<file path="src/rtl/rfm_pkg.sv">
package rfm_pkg;

    typedef enum logic [1:0] {
        ST_IDLE = 2'd0,
        ST_GAP  = 2'd1,
        ST_SELF = 2'd2
    } rfm_state_e;

    typedef struct packed {
        logic ras_n;
        logic cas_n;
        logic we_n;
        logic dsf;
        logic cke;
    } rfm_pins_t;

    // no-operation, clock enabled
    localparam rfm_pins_t PINS_NOP  = '{ras_n: 1'b1, cas_n: 1'b1, we_n: 1'b1, dsf: 1'b0, cke: 1'b1};
    // auto-refresh
    localparam rfm_pins_t PINS_AREF = '{ras_n: 1'b0, cas_n: 1'b0, we_n: 1'b1, dsf: 1'b0, cke: 1'b1};
    // self-refresh entry
    localparam rfm_pins_t PINS_SREF = '{ras_n: 1'b0, cas_n: 1'b0, we_n: 1'b1, dsf: 1'b0, cke: 1'b0};
    // no-operation while clock enable is held low
    localparam rfm_pins_t PINS_HOLD = '{ras_n: 1'b1, cas_n: 1'b1, we_n: 1'b1, dsf: 1'b0, cke: 1'b0};

endpackage

</file>
<file path="src/rtl/rfm_interval.sv">
module rfm_interval #(
    parameter int unsigned PERIOD = 156
) (
    input  logic clk,
    input  logic rst_n,
    input  logic tick_i,
    output logic due_o
);
    localparam int unsigned CW   = (PERIOD > 1) ? $clog2(PERIOD) : 1;
    localparam logic [CW-1:0] LAST = CW'(PERIOD - 1);

    typedef struct packed {
        logic [CW-1:0] cnt;
    } ivl_t;

    ivl_t ivl_d, ivl_q;
    logic due_d;

    always_comb begin
        ivl_d = ivl_q;
        due_d = 1'b0;
        if (tick_i) begin
            if (ivl_q.cnt == LAST) begin
                ivl_d.cnt = '0;
                due_d     = 1'b1;
            end else begin
                ivl_d.cnt = ivl_q.cnt + 1'b1;
            end
        end
    end

    always_ff @(posedge clk) begin
        if (!rst_n) ivl_q <= '0;
        else        ivl_q <= ivl_d;
    end

    assign due_o = due_d;
endmodule

</file>
<file path="src/rtl/rfm_backlog.sv">
module rfm_backlog #(
    parameter int unsigned MAX_PEND = 8
) (
    input  logic clk,
    input  logic rst_n,
    input  logic inc_i,
    input  logic dec_i,
    input  logic clr_i,
    output logic any_o,
    output logic full_o
);
    localparam int unsigned CW  = $clog2(MAX_PEND + 1);
    localparam logic [CW-1:0] TOP = CW'(MAX_PEND);

    typedef struct packed {
        logic [CW-1:0] lvl;
    } blg_t;

    blg_t blg_d, blg_q;
    logic take;

    always_comb begin
        blg_d = blg_q;
        take  = dec_i && (blg_q.lvl != '0);
        if (clr_i) begin
            blg_d.lvl = '0;
        end else begin
            unique case ({inc_i, take})
                2'b10: if (blg_q.lvl != TOP) blg_d.lvl = blg_q.lvl + 1'b1;
                2'b01: blg_d.lvl = blg_q.lvl - 1'b1;
                default: blg_d.lvl = blg_q.lvl;
            endcase
        end
    end

    always_ff @(posedge clk) begin
        if (!rst_n) blg_q <= '0;
        else        blg_q <= blg_d;
    end

    assign any_o  = (blg_q.lvl != '0);
    assign full_o = (blg_q.lvl == TOP);
endmodule

</file>
<file path="src/rtl/rfm_seq.sv">
module rfm_seq
    import rfm_pkg::*;
#(
    parameter int unsigned T_RP  = 3,
    parameter int unsigned T_RAS = 6
) (
    input  logic      clk,
    input  logic      rst_n,
    input  logic      banks_ok_i,
    input  logic      owed_i,
    input  logic      sr_enter_i,
    input  logic      sr_exit_i,
    input  logic      clk_ok_i,
    output rfm_pins_t pins_o,
    output logic      aref_take_o,
    output logic      sref_take_o,
    output logic      active_o
);
    localparam int unsigned MAXT = (T_RP > T_RAS) ? T_RP : T_RAS;
    localparam int unsigned CW   = $clog2(MAXT + 1);
    localparam logic [CW-1:0] GAP_LOAD  = CW'(T_RP);
    localparam logic [CW-1:0] HOLD_LOAD = CW'(T_RAS - 1);

    typedef struct packed {
        rfm_state_e    state;
        logic [CW-1:0] cnt;
        rfm_pins_t     pins;
    } seq_t;

    seq_t seq_d, seq_q;
    logic can_issue;

    always_comb begin
        seq_d       = seq_q;
        aref_take_o = 1'b0;
        sref_take_o = 1'b0;
        // commands need clock enable high in the previous cycle
        can_issue   = banks_ok_i && seq_q.pins.cke;
        unique case (seq_q.state)
            ST_IDLE: begin
                seq_d.pins = PINS_NOP;
                if (sr_enter_i && can_issue) begin
                    seq_d.pins  = PINS_SREF;
                    seq_d.state = ST_SELF;
                    seq_d.cnt   = HOLD_LOAD;
                    sref_take_o = 1'b1;
                end else if (owed_i && can_issue) begin
                    seq_d.pins  = PINS_AREF;
                    seq_d.state = ST_GAP;
                    seq_d.cnt   = GAP_LOAD;
                    aref_take_o = 1'b1;
                end
            end
            ST_GAP: begin
                seq_d.pins = PINS_NOP;
                seq_d.cnt  = seq_q.cnt - 1'b1;
                if (seq_q.cnt <= CW'(1)) begin
                    seq_d.state = ST_IDLE;
                    seq_d.cnt   = '0;
                end
            end
            ST_SELF: begin
                seq_d.pins = PINS_HOLD;
                if (seq_q.cnt != '0) begin
                    seq_d.cnt = seq_q.cnt - 1'b1;
                end else if (sr_exit_i && clk_ok_i) begin
                    seq_d.pins  = PINS_NOP;
                    seq_d.state = ST_GAP;
                    seq_d.cnt   = GAP_LOAD;
                end
            end
            default: begin
                seq_d.pins  = PINS_NOP;
                seq_d.state = ST_IDLE;
                seq_d.cnt   = '0;
            end
        endcase
    end

    always_ff @(posedge clk) begin
        if (!rst_n) begin
            seq_q.state <= ST_IDLE;
            seq_q.cnt   <= '0;
            seq_q.pins  <= PINS_NOP;
        end else begin
            seq_q <= seq_d;
        end
    end

    assign pins_o   = seq_q.pins;
    assign active_o = (seq_q.state != ST_IDLE);
endmodule

</file>
<file path="src/rtl/rfm_top.sv">
module rfm_top
    import rfm_pkg::*;
#(
    parameter int unsigned NUM_BANKS     = 2,
    parameter int unsigned TICK_NS       = 100,
    parameter int unsigned REF_WINDOW_NS = 32_000_000,
    parameter int unsigned REF_COUNT     = 2048,
    parameter int unsigned T_RP          = 3,
    parameter int unsigned T_RAS         = 6,
    parameter int unsigned MAX_PEND      = 8
) (
    input  logic                 clk,
    input  logic                 rst_n,
    input  logic                 tick_i,
    input  logic [NUM_BANKS-1:0] banks_idle_i,
    input  logic                 pdown_i,
    input  logic                 sr_enter_i,
    input  logic                 sr_exit_i,
    input  logic                 clk_ok_i,
    output logic                 ras_n_o,
    output logic                 cas_n_o,
    output logic                 we_n_o,
    output logic                 dsf_o,
    output logic                 cke_o,
    output logic                 busy_o,
    output logic                 pre_req_o
);
    localparam int unsigned RAW_PERIOD    = REF_WINDOW_NS / (REF_COUNT * TICK_NS);
    localparam int unsigned TICKS_PER_REF = (RAW_PERIOD < 1) ? 1 : RAW_PERIOD;

    logic      due, owed, full, banks_ok;
    logic      aref_take, sref_take, active;
    logic      all_idle;
    rfm_pins_t pins;

    // reduce per-bank idle bits
    logic [NUM_BANKS:0] idle_chain;
    assign idle_chain[0] = 1'b1;
    for (genvar b = 0; b < NUM_BANKS; b++) begin : g_bank
        assign idle_chain[b+1] = idle_chain[b] & banks_idle_i[b];
    end
    assign all_idle = idle_chain[NUM_BANKS];
    assign banks_ok = all_idle && !pdown_i;

    rfm_interval #(.PERIOD(TICKS_PER_REF)) u_interval (
        .clk   (clk),
        .rst_n (rst_n),
        .tick_i(tick_i),
        .due_o (due)
    );

    rfm_backlog #(.MAX_PEND(MAX_PEND)) u_backlog (
        .clk   (clk),
        .rst_n (rst_n),
        .inc_i (due),
        .dec_i (aref_take),
        .clr_i (sref_take),
        .any_o (owed),
        .full_o(full)
    );

    rfm_seq #(.T_RP(T_RP), .T_RAS(T_RAS)) u_seq (
        .clk        (clk),
        .rst_n      (rst_n),
        .banks_ok_i (banks_ok),
        .owed_i     (owed),
        .sr_enter_i (sr_enter_i),
        .sr_exit_i  (sr_exit_i),
        .clk_ok_i   (clk_ok_i),
        .pins_o     (pins),
        .aref_take_o(aref_take),
        .sref_take_o(sref_take),
        .active_o   (active)
    );

    assign ras_n_o   = pins.ras_n;
    assign cas_n_o   = pins.cas_n;
    assign we_n_o    = pins.we_n;
    assign dsf_o     = pins.dsf;
    assign cke_o     = pins.cke;
    assign pre_req_o = full;
    assign busy_o    = active || full;
endmodule

</file>
<file path="config.mk">
export PLATFORM = sky130hd
export DESIGN_NAME = rfm_top
export DESIGN_NICKNAME = d
export VERILOG_FILES = /design/src/rtl/rfm_pkg.sv /design/src/rtl/rfm_interval.sv /design/src/rtl/rfm_backlog.sv /design/src/rtl/rfm_seq.sv /design/src/rtl/rfm_top.sv
export SDC_FILE = /design/constraint.sdc
export NUM_CORES = 1
export LEC_CHECK = 0
export ABC_AREA = 1
export BUFFER_PORTS_ARGS = -buffer_cell sky130_fd_sc_hd__buf_2
export CAP_MARGIN = 20
export CORE_MARGIN = 3
export CORE_UTILIZATION = 45
export DETAILED_ROUTE_END_ITERATION = 7
export PLACE_DENSITY_LB_ADDON = 0.1
export SETUP_SLACK_MARGIN = 0.05
export SYNTH_ARGS = -nofsm -noshare
export SYNTH_HDL_FRONTEND = slang
export SYNTH_SLANG_ARGS = --single-unit
</file>
<file path="constraint.sdc">
create_clock -name clk -period 5.3 [get_ports clk]
set_input_delay 0 -clock clk [delete_from_list [all_inputs] [get_ports clk]]
set_output_delay 0 -clock clk [all_outputs]
set_load 0.02 [all_outputs]
</file>
# After elaboration in Yosys (flattened, before gate mapping)
# Index checks and enable logic that the tools add are counted.
[classes]
n_addsub = 4
mul = 0
div_mod_pow = 0
n_lt_le_gt_ge = 1
eq_ne = 13
shifts = 0
n_mux = 18
bitwise_logic = 2
n_reduce_logical = 17
[op_table]
columns = ["operator", "n"]
rows = [
  ["$mux 10", 3],
  ["$pmux 10 s3", 1],
  ["$mux 5", 2],
  ["$add 8x1->8 const B", 1],
  ["$eq 8x8->1 const B", 1],
  ["$mux 8", 1],
  ["$pmux 4 s2", 1],
  ["$mux 1", 7],
  ["$logic_and 1x1->1", 6],
  ["$ne 2x1->1 const B", 3],
  ["$ne 3x1->1 const B", 2],
  ["$add 4x1->4 const B", 1],
  ["$eq 2x1->1 const B", 2],
  ["$eq 2x2->1 const B", 2],
  ["$eq 4x4->1 const B", 1],
  ["$mux 4", 1],
  ["$ne 4x4->1 const B", 1],
  ["$reduce_and 2->1", 2],
  ["$reduce_and 4->1", 1],
  ["$reduce_bool 2->1", 2],
  ["$reduce_bool 4->1", 1],
  ["$sub 4x1->4 const B", 1],
  ["$le 3x1->1 const B", 1],
  ["$mux 3", 1],
  ["10 further kinds", 10],
]
[totals]
reg_bits = 22
latchBits = 0
ramBits = 0
mem_bits_ro = 0
in_bits = 9
out_inout_bits = 7
elab_cells = 64
memories = 0

# Logic depth before layout (Yosys ltp)
# Gate-level depths: netlist of run 1.
[depth]
ltp_word = 11
mapped_depth = 15
mapped_depth_nobuf = 15

# Hierarchy
# A second synthesis of run 1 with hierarchy kept.
[hier_totals]
hier_cells = 204
area_unflattened_um2 = 1422.6
[modules_own_cells]
columns = ["mod", "instances", "cells_each", "area_each_um2", "seq_area_each_um2"]
rows = [
  ["rfm_seq", 1, 94, 645.6, 140.1],
  ["rfm_interval", 1, 61, 417.9, 160.2],
  ["rfm_backlog", 1, 46, 345.3, 80.1],
  ["rfm_top", 1, 3, 13.8, 0.0],
]

# Worst setup path after synthesis of run 1
# No wires, ideal clock.
[synth_timing]
kind = "flip-flop to flip-flop"
start = "register, netlist name u_seq.pins_o[0]"
end = "register u_backlog.blg_q[2] in the netlist's numbering"
setup_ps = 110
arrival_time_ps = 1704
required_ps = 5190
path_slack_ps = 3485
stages_incl_launch_ff = 14
path_buffers = 0
period_less_slack_ps = 1815
cell_sequence = "dfxtp_1 nand2_1 nor2_4 nand3_4 nor2_8 nand3_2 inv_1 nor2_1 ha_1 or2_1 xor2_1 nand2_1 nand3_1 inv_1"
[synth_via]
elab_chain_cells = 9
elab_cells_between_ends = 16
cone_classes = "3 x eq/ne; 6 x mux; 7 x reduce/logical"
[synth_lines]
columns = ["element", "line_no", "rtl"]
rows = [
  ["$logic_and 1x1->1 *", "rfm_seq.sv:38", "can_issue = banks_ok_i && seq_q.pins.cke;"],
  ["$logic_and 1x1->1", "rfm_seq.sv:47", "end else if (owed_i && can_issue) begin"],
  ["$mux 1", "rfm_seq.sv:47", ""],
  ["$mux 1", "rfm_seq.sv:42", "if (sr_enter_i && can_issue) begin"],
  ["$mux 1", "rfm_seq.sv:39", "unique case (seq_q.state)"],
  ["$logic_and 1x1->1", "rfm_backlog.sv:24", "take = dec_i && (blg_q.lvl != '0);"],
  ["$eq 2x2->1 / $eq 2x1->1 (equally long branches)", "rfm_backlog.sv:28", "unique case ({inc_i, take})"],
  ["$ne 2x1->1 (no source line) / $reduce_bool 2->1 (equally long branches)", "--", ""],
  ["$reduce_and 2->1 (no source line)", "--", ""],
  ["end signal, assigned", "rfm_backlog.sv:38", "else blg_q <= blg_d;"],
  ["end, declared", "rfm_backlog.sv:19", "blg_t blg_d, blg_q;"],
]
# Every way passes the cells marked *; elsewhere a longest branch is shown, timed or not.
# A chain may end at the register's enable or synchronous reset.

# Worst setup path after layout of run 1
[layout_timing]
start = "register u_seq.seq_q[8] in the netlist's numbering"
end = "register u_backlog.blg_q[2] in the netlist's numbering"
[layout_via]
elab_chain_cells = 6
elab_cells_between_ends = 11
cone_classes = "3 x eq/ne; 3 x mux; 5 x reduce/logical"
[layout_lines]
columns = ["element", "line_no", "rtl"]
rows = [
  ["start, declared", "rfm_seq.sv:30", "seq_t seq_d, seq_q;"],
  ["start signal, assigned", "rfm_seq.sv:86", "seq_q <= seq_d;"],
  ["$logic_not 2->1 *", "rfm_seq.sv:39", ""],
  ["$mux 1", "rfm_seq.sv:39", ""],
  ["$logic_and 1x1->1", "rfm_backlog.sv:24", ""],
  ["$eq 2x2->1 / $eq 2x1->1 (equally long branches)", "rfm_backlog.sv:28", ""],
  ["$ne 2x1->1 (no source line) / $reduce_bool 2->1 (equally long branches)", "--", ""],
  ["$reduce_and 2->1 (no source line)", "--", ""],
]
# Marks and branches as above.

==> run_results.csv, run 1 <==
group,metric,value,unit
route,wire_per_inst,10.6,um
setup_path,crit_fanout,6,
grt,grt-ovfl-total,0,
run_status,status,"finished, final reports clean",
logic_synthesis,postSynthAreaPerCell,6.99,um^2
logic_synthesis,yosysUniqueCellTypes,34,
setup_path,cp.arrival,2.15,ns
place,dp_hpwl,2010,um
logic_synthesis,yosys.area.top_type,"dfxtp_1",
logic_synthesis,synth_fp_nets,200,
flow_run,drv_cap,0,
power_and_ir_drop,switchingPower,141,uW
setup_path,reg2reg_to,"u_backlog.blg_q[2]$_SDFFE_PP0P_",
logic_synthesis,ys_seq_elements,19,
power_and_ir_drop,power_frac_clock,20.1,%
setup_path,timing.rr.start,"u_seq.seq_q[8]$_SDFFE_PN0P_",
layout,drive_gt1_share,15.7,%
clock_tree,cts-htree-levels,1,
power_and_ir_drop,p_sw_share,38.2,%
grt,grt_pass1_vias,1008,
route,drcViolationCount,0,
route,postRouteWirelength,2410,um
logic_synthesis,syn_area,1270,um^2
logic_synthesis,ys_top_cells_by_count,"nand2_1 (34), inv_1 (33), dfxtp_1 (19)",
floorplan,coreArea,2590,um^2
grt,grt_antenna_before_repair,0,
logic_synthesis,netlist_top_cells_area,"dfxtp_1 (30%), nand2_1 (10%), inv_1 (9.7%)",
clock_tree,cts_tree,"done",
sta,fin_ws,3.36,ns
sta,fin_worst_skew,0.00169,ns
sta,fin_tns_setup,0,ns
logic_synthesis,yosysWarnings,0,
sta,max_freq,515,MHz
clock_tree,cts_root_buf,"clkbuf_4",
grt,grt_pass1_wl,4130,um
setup_path,cp-end-kind,"register",
route,drtIter0Drc,53,
logic_synthesis,synth_top_area_share,29.9,%
layout,layout.nets,216,
power_and_ir_drop,comb_power_share,35.0,%
min_path,worstHoldPathType,"primary input to register",
route,num_vias,1146,
layout,syn2layout_area_growth,9.64,%
clock_tree,numCtsBuffers,3,
route,vias_per_cell,5.05,
clock_tree,cts_buffer_depth,2,
floorplan,die_y,59.2,um
power_and_ir_drop,irDropWorstVdd,198,uV
logic_synthesis,async_flop_share,0,%
clock_tree,clk_pin_slew,0.11,ns
floorplan,boundaryPins,16,
clock_tree,post_cts_buffers,0,
sta,rsz0062_at_grt,"no",
power_and_ir_drop,pwr-share-seq,44.9,%
sta,fin_crit_sh,36.6,%
place,place_congestion,0.926,
min_path,worstHoldEndpoint,"u_seq.pins_o[0]$_SDFF_PN1_",
floorplan,initial_core_util,49.1,%
place,port_buffers,13,
setup_path,reg2reg_slack,3.36,ns
logic_synthesis,yosysSeqAreaShare,29.9,%
layout,antenna_cells,0,
route,firstDrtPassIters,5,
setup_path,cp-start-kind,"register",
grt,grt_use_total,15.3,%
sta,finalSetupViolCount,0,
layout,fin_util,53.9,%
sta,hold_viol,0,
power_and_ir_drop,p_int,229,uW
min_path,hp-start,"sr_enter_i",
grt,grt_start_max_net_pins,12,
sta,finalCriticalPeriod,1.94,ns
floorplan,die_area,3500,um^2
setup_path,rr_worst_depth,14,
floorplan,die_w,59.2,um
sta,slew_violations,0,
floorplan,fp-row-count,18,
clock_tree,clk_latency,0.30,ns
setup_path,required,5.51,ns
power_and_ir_drop,power.density,265,nW/um^2
logic_synthesis,synthFlopType,"dfxtp_1",
power_and_ir_drop,leakagePower,0.679,nW
setup_path,critPathKind,"register to register",
logic_synthesis,synth_edf_count,0,
logic_synthesis,post-synth-top-count-cell,"nand2_1",
place,pre_cts_ws,3.38,ns
route,postRouteAntennaNets,0,
min_path,whs_path_depth,4,
clock_tree,clkSinkCount,19,
logic_synthesis,syn-instance-count,182,
[kinds of logic (layout without fill, tap and decap cells)]
group / after synthesis / after routing / share of synthesized area, %
DFF: 19 / 19 / 29.9
and+or+nand+nor: 86 / 86 / 35.4
adders and majority gates: 9 / 9 / 8.85
buffers and inverters: 39 / 54 / 12.5
xor gates and xnor gates: 3 / 3 / 2.07
AOI/OAI and AO/OA: 24 / 24 / 10.7
other: 2 / 2 / 0.590
[power groups by stage]
stage	sequential [mW]	clock (mW)	combinational, mW
after floorplan	0.179	0	0.0902
after CTS	0.166	0.0793	0.130
final	0.166	0.0742	0.130
after global placement	0.169	0	0.128
after detailed placement	0.170	0	0.129
after global routing	0.169	0.0848	0.144
[critical path, cell delays in order, from the launching register on]
cell	delay (ns)
dfxtp_1	0.38
inv_1	0.08
ha_1	0.23
inv_1	0.18
nor2_8	0.07
nand2_4	0.08
nand2_2	0.06
inv_1	0.06
nor2_1	0.04
ha_1	0.16
or2_1	0.23
xor2_1	0.13
nand2_1	0.06
nand3_1	0.06
inv_1	0.04
[timing repair]
action,CTS,global route
resized for setup,0,0
hold buffers,2,0
endpoints found under the hold margin,3,0
setup endpoints to repair,0,0
[worst max path at each step]
stage | startpoint | end | slack [ns] | depth (start not counted)
detailed placement | u_seq.seq_q[8]$_SDFFE_PN0P_ | u_backlog.blg_q[2]$_SDFFE_PP0P_ | 3.38 | 14
CTS | u_seq.seq_q[8]$_SDFFE_PN0P_ | u_backlog.blg_q[2]$_SDFFE_PP0P_ | 3.37 | 14
global placement | u_seq.seq_q[8]$_SDFFE_PN0P_ | u_backlog.blg_q[2]$_SDFFE_PP0P_ | 3.46 | 14
global route | u_seq.seq_q[8]$_SDFFE_PN0P_ | u_backlog.blg_q[2]$_SDFFE_PP0P_ | 3.18 | 14
finish | u_seq.seq_q[8]$_SDFFE_PN0P_ | u_backlog.blg_q[2]$_SDFFE_PP0P_ | 3.36 | 14
floorplan | u_seq.pins_o[0]$_SDFF_PN1_ | u_backlog.blg_q[2]$_SDFFE_PP0P_ | 3.49 | 13
[final cells by class]
class | count | area (um^2)
Multi-Input combinational cell | 124 | 733
Timing Repair Buffer | 15 | 85.1
Clock buffer | 3 | 22.5
Clock inverter | 1 | 5.00
Tap cell | 30 | 37.5
Inverter | 35 | 131
Sequential cell | 19 | 380
Fill cell | 262 | 1190
[flip-flops by register name, indices dropped and copies added, names as in the netlist]
signal            count
u_interval.ivl_q      8
u_seq.seq_q           5
u_backlog.blg_q       4
u_seq.pins_o          2
[through the flow]
step | total power [mW] | hold WS, ns | area, um^2 | std cells
2_1_floorplan | 0.269 | 0.0976 | 1270 | 182
3_3_place_gp | 0.296 | 0.259 | 1350 | 221
3_5_place_dp | 0.298 | 0.275 | 1350 | 221
4_1_cts | 0.375 | 0.0322 | 1400 | 227
5_1_grt | 0.398 | 0.0506 | 1400 | 227
6_report | 0.370 | 0.0391 | 1400 | 227
[layout by cell type (no fill, tap or decap), types with 2 or more instances in the layout]
cell type,synthesis,layout
dlygate4sd3_1,0,2
inv_2,2,2
nor3_1,7,7
a21oi_1,11,11
ha_1,9,9
a22oi_1,2,2
inv_1,33,33
nor2_4,2,2
o21ai_0,6,6
xor2_1,2,2
conb_1,2,2
nor2_1,16,16
nand2_1,34,34
dfxtp_1,19,19
nand2_2,3,3
buf_2,1,13
clkbuf_4,0,3
nand3_1,12,12
nor2_2,2,2
[layer usage]
layer	wire length, um	up-vias	track usage, %
li1	-	601	-
met2	1110	32	25.2
met1	1120	511	19.3
met3	156	2	4.79
met5	0	-	0
met4	21	0	3.88
No activity file was read; power rests on OpenSTA's default activity.
==> inputs of run 2 (changes only) <==
==> constraint.sdc (replaced) <==
create_clock -name clk -period 1.7 [get_ports clk]
set_input_delay 0 -clock clk [delete_from_list [all_inputs] [get_ports clk]]
set_output_delay 0 -clock clk [all_outputs]
set_load 0.02 [all_outputs]
==> run_results.csv, run 2 (synthesis results as in run 1) <==
group,metric,value,unit
flow_run,drv_cap,0,
place,dp_hpwl,2110,um
place,place_congestion,0.829,
floorplan,boundaryPins,16,
route,wire_per_inst,10.9,um
route,wl_met2,1380,um
grt,grt-ovfl-total,0,
min_path,worstHoldEndpoint,"u_seq.pins_o[0]$_SDFF_PN1_",
setup_path,worstPathCellList,"nand2_4, nor2_4, nand3_4, nor2_8, nand3_4, inv_2, nor2_2, ha_2, or2_1, xor2_1, nand2_1, nand3_1, inv_1",
sta,fin_crit_sh,102,%
layout,largest_register_ff_count,8,
sta,fin_worst_skew,0.00278,ns
grt,grt_pass1_vias,1185,
floorplan,initial_core_util,49.1,%
layout,drive_gt1_share,40.4,%
grt,grt_start_max_net_pins,11,
setup_path,crit_buf_inv,2,
layout,regMostFlops,"u_interval.ivl_q",
setup_path,crit_cells,13,
place,dp.cells,243,
power_and_ir_drop,p_sw_share,37.7,%
layout,layout.cells.non_filler,253,
route,postRouteWirelength,2770,um
place,pre_cts_ws,-0.0564,ns
clock_tree,cts_buffer_depth,2,
setup_path,reg2reg_to,"u_backlog.blg_q[2]$_SDFFE_PP0P_",
clock_tree,clkSinkCount,19,
power_and_ir_drop,irDropWorstVdd,691,uV
layout,top_regs,"u_interval.ivl_q (8), u_seq.seq_q (5), u_backlog.blg_q (4)",
floorplan,die_y,59.2,um
power_and_ir_drop,power,1.31,mW
route,drcViolationCount,0,
setup_path,cp-start-kind,"register",
min_path,whs_path_depth,4,
route,wl_met1,1270,um
route,num_vias,1235,
sta,rsz0062_at_grt,"yes",
sta,slew_violations,0,
grt,grt_antenna_before_repair,0,
power_and_ir_drop,power.density,773,nW/um^2
route,vias_per_cell,4.88,
setup_path,cp-end-kind,"register",
setup_path,required,1.92,ns
clock_tree,numCtsBuffers,3,
min_path,hp-start,"sr_enter_i",
run_status,status,"finished with violations",
setup_path,path_delay_family,"simple AND/OR/NAND/NOR gates",
setup_path,critPathKind,"register to register",
power_and_ir_drop,leakagePower,0.803,nW
layout,fin_util,65.2,%
clock_tree,cts_tree,"done",
clock_tree,cts-htree-levels,1,
power_and_ir_drop,comb_power_share,40.8,%
place,port_buffers,13,
setup_path,cpMostUsedCell,"nand3_4",
sta,finalSetupViolCount,1,
sta,max_freq,575,MHz
floorplan,die_area,3500,um^2
floorplan,fp-row-count,18,
sta,fin_tns_setup,-0.0401,ns
floorplan,coreArea,2590,um^2
clock_tree,cts_root_buf,"clkbuf_4",
layout,layout.nets,242,
power_and_ir_drop,p_int,813,uW
min_path,worstHoldPathType,"primary input to register",
grt,grt_pass1_wl,4900,um
route,drtIter0Drc,35,
setup_path,timing.rr.start,"u_seq.pins_o[0]$_SDFF_PN1_",
setup_path,crit_fanout,4,
setup_path,slowest_stage,"dfxtp_4",
power_and_ir_drop,power_frac_clock,18.3,%
sta,fin_ws,-0.0401,ns
grt,grt_use_total,17.9,%
layout,syn2layout_area_growth,32.7,%
route,dr_wl_met3,103,um
setup_path,rr_worst_depth,13,
power_and_ir_drop,switchingPower,492,uW
run_status,violations,"setup timing",
route,top_layer,"met4",
layout,mostFrequentLayoutCells,"inv_1 (26), nand2_1 (26), buf_4 (26)",
sta,finalCriticalPeriod,1.74,ns
sta,hold_viol,0,
floorplan,die_w,59.2,um
layout,antenna_cells,0,
route,postRouteAntennaNets,0,
layout,fillers,244,
power_and_ir_drop,pwr-share-seq,41.0,%
setup_path,cp.arrival,1.96,ns
clock_tree,clk_pin_slew,0.11,ns
clock_tree,clk_latency,0.31,ns
setup_path,slowest_delay,0.37,ns
setup_path,reg2reg_slack,-0.04,ns
route,firstDrtPassIters,4,
-- run 2: power by group through the flow --
stage | Combinational [mW] | Sequential (mW) | Clock (mW)
floorplan | 0.287 | 0.567 | 0
global placement | 0.478 | 0.531 | 0
detailed placement | 0.481 | 0.533 | 0
CTS | 0.493 | 0.531 | 0.249
global route | 0.590 | 0.540 | 0.266
finish | 0.532 | 0.535 | 0.238
-- run 2: through the flow --
| stage | hold WS (ns) | area [um^2] |
|---|---|---|
| global placement | 0.261 | 1520 |
| CTS | 0.0271 | 1620 |
| finish | 0.0461 | 1690 |
| floorplan | 0.0976 | 1280 |
| detailed placement | 0.265 | 1520 |
| global route | 0.0708 | 1690 |
-- run 2: worst max path at each step --
stage,from,slack [ns],to
after global routing,u_seq.pins_o[0]$_SDFF_PN1_,-0.19,u_backlog.blg_q[2]$_SDFFE_PP0P_
after global placement,u_seq.seq_q[9]$_SDFFE_PN0P_,0.003,u_backlog.blg_q[2]$_SDFFE_PP0P_
after detailed placement,u_seq.pins_o[0]$_SDFF_PN1_,-0.06,u_backlog.blg_q[2]$_SDFFE_PP0P_
final,u_seq.pins_o[0]$_SDFF_PN1_,-0.04,u_backlog.blg_q[2]$_SDFFE_PP0P_
after floorplan,u_seq.pins_o[0]$_SDFF_PN1_,-0.02,u_backlog.blg_q[2]$_SDFFE_PP0P_
after CTS,u_seq.pins_o[0]$_SDFF_PN1_,-0.04,u_backlog.blg_q[2]$_SDFFE_PP0P_
-- run 2: layout make-up --
type | instances | area (um^2) | share of cell area (%)
timing repair buffer | 41 | 280 | 16.6
clock buffer | 4 | 26.3 | 1.56
tap | 30 | 37.5 | 2.22
multi-input combinational | 124 | 821 | 48.6
sequential | 19 | 393 | 23.3
inverter | 35 | 131 | 7.78
-- run 2: layer usage --
layer	up-vias	global-route usage, %
li1	653	-
met1	564	22.2
met2	15	30.4
met3	3	4.79
met4	0	5.18
met5	-	0
-- run 2: tightest hold or removal path, cell delays in order --
cell and delay, ns:
buf_2 0.09, nand2_1 0.07, nand2_1 0.10, nand3_1 0.06
-- run 2: timing repair --
item / in CTS / in global routing
hold buffers: 2 / 0
setup buffers: 3 / 1
pin swaps: 10 / 11
hold endpoints to repair: 3 / 0
endpoints found under the setup margin: 5 / 9
gates resized for setup: 9 / 26
